File: src/rtl/mfr_pkg.sv
package mfr_pkg;

    parameter int unsigned REG_W     = 4;
    parameter int unsigned ADD_CONST = 3;

    typedef enum logic [1:0] {
        OP_ADD3 = 2'b00,
        OP_SHL  = 2'b01,
        OP_INV  = 2'b10,
        OP_SHR  = 2'b11
    } op_e;

endpackage

File: src/rtl/mfr_add_const.sv
module mfr_add_const #(
    parameter int unsigned WIDTH  = 4,
    parameter int unsigned ADDEND = 3
) (
    input  logic [WIDTH-1:0] din,
    output logic [WIDTH-1:0] dout
);
    localparam logic [WIDTH-1:0] ADDEND_W = WIDTH'(ADDEND);

    // Sum truncated to WIDTH bits: carry out of the top bit is dropped.
    always_comb begin
        dout = din + ADDEND_W;
    end
endmodule

File: src/rtl/mfr_shifter.sv
module mfr_shifter #(
    parameter int unsigned WIDTH = 4,
    parameter bit          LEFT  = 1'b1
) (
    input  logic [WIDTH-1:0] din,
    input  logic             fill,
    output logic [WIDTH-1:0] dout
);
    generate
        if (LEFT) begin : g_left
            always_comb dout = {din[WIDTH-2:0], fill};
        end else begin : g_right
            always_comb dout = {fill, din[WIDTH-1:1]};
        end
    endgenerate
endmodule

File: src/rtl/mfr_quad_reg.sv
module mfr_quad_reg
    import mfr_pkg::*;
#(
    parameter int unsigned WIDTH  = REG_W,
    parameter int unsigned ADDEND = ADD_CONST
) (
    input  logic             clk,
    input  logic             rst,
    input  logic [1:0]       mode,
    input  logic             ser_lsb_in,
    input  logic             ser_msb_in,
    output logic [WIDTH-1:0] q
);
    localparam logic [WIDTH-1:0] ADDEND_W = WIDTH'(ADDEND);

    typedef struct packed {
        logic [WIDTH-1:0] val;
    } state_t;

    state_t           st_d, st_q;
    logic [WIDTH-1:0] sum_w, shl_w, shr_w;

    mfr_add_const #(.WIDTH(WIDTH), .ADDEND(ADDEND)) u_add (
        .din (st_q.val),
        .dout(sum_w)
    );

    mfr_shifter #(.WIDTH(WIDTH), .LEFT(1'b1)) u_shl (
        .din (st_q.val),
        .fill(ser_lsb_in),
        .dout(shl_w)
    );

    mfr_shifter #(.WIDTH(WIDTH), .LEFT(1'b0)) u_shr (
        .din (st_q.val),
        .fill(ser_msb_in),
        .dout(shr_w)
    );

    always_comb begin
        st_d = st_q;
        if (rst) begin
            st_d.val = '0;
        end else begin
            unique case (op_e'(mode))
                OP_ADD3: st_d.val = sum_w;
                OP_SHL:  st_d.val = shl_w;
                OP_INV:  st_d.val = ~st_q.val;
                OP_SHR:  st_d.val = shr_w;
            endcase
        end
    end

    always_ff @(posedge clk) begin
        st_q <= st_d;
    end

    assign q = st_q.val;

    // Reset wins over any mode
    assert_reset_clears_R1: assert property (@(posedge clk)
        rst |=> (q == '0));

    assert_add_wraps_R2: assert property (@(posedge clk) disable iff (rst)
        (mode == 2'b00) |=> (q == WIDTH'($past(q) + ADDEND_W)));

    // Also covers R7: the msb serial input plays no part
    assert_shift_left_R3: assert property (@(posedge clk) disable iff (rst)
        (mode == 2'b01) |=> (q == {$past(q[WIDTH-2:0]), $past(ser_lsb_in)}));

    assert_invert_R4: assert property (@(posedge clk) disable iff (rst)
        (mode == 2'b10) |=> (q == ~$past(q)));

    // Also covers R7: the lsb serial input plays no part
    assert_shift_right_R5: assert property (@(posedge clk) disable iff (rst)
        (mode == 2'b11) |=> (q == {$past(ser_msb_in), $past(q[WIDTH-1:1])}));

    // Adding a non-zero constant or inverting never leaves the value unchanged
    assert_no_hold_R6: assert property (@(posedge clk) disable iff (rst)
        (mode == 2'b00 || mode == 2'b10) |=> !$stable(q));
endmodule

File: config.mk
export PLATFORM = sky130hd
export DESIGN_NAME = mfr_quad_reg
export DESIGN_NICKNAME = d
export VERILOG_FILES = /design/src/rtl/mfr_pkg.sv /design/src/rtl/mfr_add_const.sv /design/src/rtl/mfr_shifter.sv /design/src/rtl/mfr_quad_reg.sv
export SDC_FILE = /design/constraint.sdc
export NUM_CORES = 1
export LEC_CHECK = 0
export BUFFER_PORTS_ARGS = -buffer_cell sky130_fd_sc_hd__clkbuf_2
export CAP_MARGIN = 20
export CORE_AREA = 2 2 39 41
export DETAILED_ROUTE_END_ITERATION = 10
export DIE_AREA = 0 0 41 43
export GPL_TIMING_DRIVEN = 0
export HOLD_SLACK_MARGIN = 0.05
export SLEW_MARGIN = 25
export SYNTH_ARGS = -nofsm -noshare
export SYNTH_HDL_FRONTEND = slang
export SYNTH_HIERARCHICAL = 1
export SYNTH_SLANG_ARGS = --single-unit
File: constraint.sdc
create_clock -name clk -period 3.22 [get_ports clk]
set_clock_uncertainty 0.2 [all_clocks]
set_input_delay 0.161 -clock clk [delete_from_list [all_inputs] [get_ports clk]]
set_output_delay 0.161 -clock clk [all_outputs]
set_load 0.005 [all_outputs]
==> flow_summary.yaml <==
run_status:
  status: "finished, final reports clean"
yosys:
  yosys_warnings: 6
  synth.cell_area_um2: 328
  syn_nets: 38
  ys_ff_latch: 4
  synth.distinct_cells: 9
  synthCells: 31
  netlist_top_cells_area: "dfxtp_1, buf_4, mux4_1, mux4_2, inv_1"
  yosys.area.top_type: "dfxtp_1"
  netlist.area_leader.share_pct: 24.4
  ys_seq_area_share_pct: 24.4
  syn_avg_cell_area_um2: 10.6
worst_setup_path:
  reg2reg_to: "q[2]$_SDFF_PP0_"
  arrival_ns: 1.65
  timing_worst_setup_path_type: "register to register"
  ff2ff_setup_slack_ns: 1.50
  crit_buf_inv: 1
  cp_top_family: "multiplexers"
  crit_required_ns: 3.14
  ff2ff_path_depth: 5
  endpoint_kind: "register"
  cp-start-kind: "register"
  path_cells: "inv_1 > ha_1 > xnor2_1 > mux4_1 > nor2b_1"
  crit_path_max_fanout: 5
  slowest_delay_ns: 0.47
  crit_slowest_cell: "mux4_1"
  r2r-start: "q[0]$_SDFF_PP0_"
cells_and_area:
  drive_gt1_share_pct: 50.0
  largest_reg_flops: 4
  antenna_cells: 0
  final_common_cell: "buf_4"
  layout.nets: 51
  final_cell_mix: "buf_4, inv_1, clkbuf_2"
  area_growth_pct: 26.7
  num-fill-cells: 154
timing:
  finalCritPeriodShare_pct: 53.5
  maxSlewHeadroom_pct: 84.8
  finalHoldViolCount: 0
  finalCriticalPeriod_ns: 1.72
  tightestPinTransition_ns: 0.228
  grt_setup_unrepaired: "no"
  setup_violations: 0
  whs_ns: 0.141
  fin_setup_tns_ns: 0
  report.final.slew_viol_count: 0
  fmax_mhz: 580
power_and_ir_drop:
  worst_ir_drop_vdd_uv: 98.0
  leakage_nw: 0.198
  p_per_area_nw_per_um2: 438
clock_tree:
  numCtsBuffers: 3
  cts_resized: 0
  cts.clk_slew.worst_paths_ns: 0.03
  clk_latency_ns: 0.23
  cts-root-buf: "clkbuf_4"
  cts_setup_buffers: 0
  cts_tree: "built"
  clockBufferDepth: 2
  cts.sinks: 4
  htree_levels: 1
die:
  die_h_um: 43
  dieArea_um2: 1760
  core.rowCount: 14
  die_x_um: 41
  core_um2: 1380
  io_pins: 10
  start_util_pct: 23.7
route:
  routed_wl_um: 518
  wl_met2_um: 300
  m1WireLength_um: 205
  drc: 0
  drt_pass1_iterations: 1
  via_per_inst: 3.84
  routed.top_layer: "met3"
  antenna_left: 0
  drt-initial-drc-count: 0
  num_vias: 223
  routedWlPerCell_um: 8.93
  route.met3.wl_um: 11
placed_design:
  portBuffers: 7
  hpwlAfterDp_um: 456
  gp_congestion: 0.604
min_path:
  hold_path_end: "q[3]$_SDFF_PP0_"
  holdPathStages: 3
  min_from: "ser_msb_in"
  hold_class: "input port to register"
grt:
  first_global_vias: 255
  grt_start_max_net_pins: 7
  grt_overflow_total: 0
  antenna_found_initial: 0
  grt_usage_pct: 7.56
  grt_pass1_wl_um: 910
flow_run:
  maxCapViolations: 0
==> how the worst max path moves through the flow <==
stage,cells after the start,end,from,slack (ns)
floorplan,5,q[2]$_SDFF_PP0_,q[0]$_SDFF_PP0_,1.55
global placement,5,q[2]$_SDFF_PP0_,q[0]$_SDFF_PP0_,1.49
detailed placement,5,q[2]$_SDFF_PP0_,q[0]$_SDFF_PP0_,1.49
CTS,5,q[2]$_SDFF_PP0_,q[0]$_SDFF_PP0_,1.48
global route,5,q[2]$_SDFF_PP0_,q[1]$_SDFF_PP0_,1.35
finish,5,q[2]$_SDFF_PP0_,q[0]$_SDFF_PP0_,1.50
==> where the power goes <==
part           total (W)  switching [W]  internal [W]
Combinational  0.0000576      0.0000162     0.0000413
Clock          0.0000589      0.0000174     0.0000415
Sequential     0.0000654     0.00000943     0.0000560
Total           0.000182      0.0000431      0.000139
==> cells in the mapped netlist <==
library cell / instances
nor2b_1: 4
ha_1: 1
buf_4: 8
xnor2_1: 2
o21ai_2: 1
mux4_1: 2
inv_1: 7
dfxtp_1: 4
mux4_2: 2
==> final cells by class <==
type                       instances  area (um2)  share of cell area (%)
sequential                         4        80.1                    19.3
clock buffer                       3        22.5                    5.42
tap                               16        20.0                    4.82
timing repair buffer               8        45.0                    10.8
inverter                           7        26.3                    6.33
multi-input combinational         12         161                    38.9
buffer                             8        60.1                    14.5
==> repair_timing <==
action / in CTS / in global routing
hold buffers: 1 / 0
hold endpoints to repair: 4 / 0
setup endpoints to repair: 0 / 0
==> worst register-to-register path, delay by kind of cell, from the launching register on <==
kind | cells | cell delay (ns)
fa+ha+maj | 1 | 0.21
mux | 1 | 0.47
flops | 1 | 0.40
xor+xnor | 1 | 0.12
simple gates | 1 | 0.14
buf+inv | 1 | 0.08
==> stage by stage <==
| stage | std cells | utilization [%] | instance area [um2] | worst slack (ns) | power [W] |
|---|---|---|---|---|---|
| 6_report | 58 | 30.0 | 415 | 1.50 | 0.000182 |
| 4_1_cts | 58 | 30.0 | 415 | 1.48 | 0.000187 |
| 5_1_grt | 58 | 30.0 | 415 | 1.35 | 0.000197 |
| 2_1_floorplan | 31 | - | 328 | 1.55 | 0.000108 |
| 3_3_place_gp | 54 | 27.7 | 383 | 1.49 | 0.000122 |
| 3_5_place_dp | 54 | 27.7 | 383 | 1.49 | 0.000124 |
==> cell families (layout without fill, tap and decap cells) <==
group,Yosys count,count (layout),share of synthesized area (%)
XOR/XNOR,2,2,5.34
flip-flops,4,4,24.4
AND/OR/NAND/NOR,4,4,7.63
AO/OA/AOI/OAI,1,1,2.67
multiplexers,4,4,29.8
buffers and inverters,15,26,26.3
adder cells (fa/ha/maj),1,1,3.82
==> metal layers <==
layer	vias up	GRT usage (%)
li1	116	-
met3	0	0
met2	5	13.1
met5	-	0
met4	0	6.00
met1	102	7.82
Power figures use the tool's default switching activity.
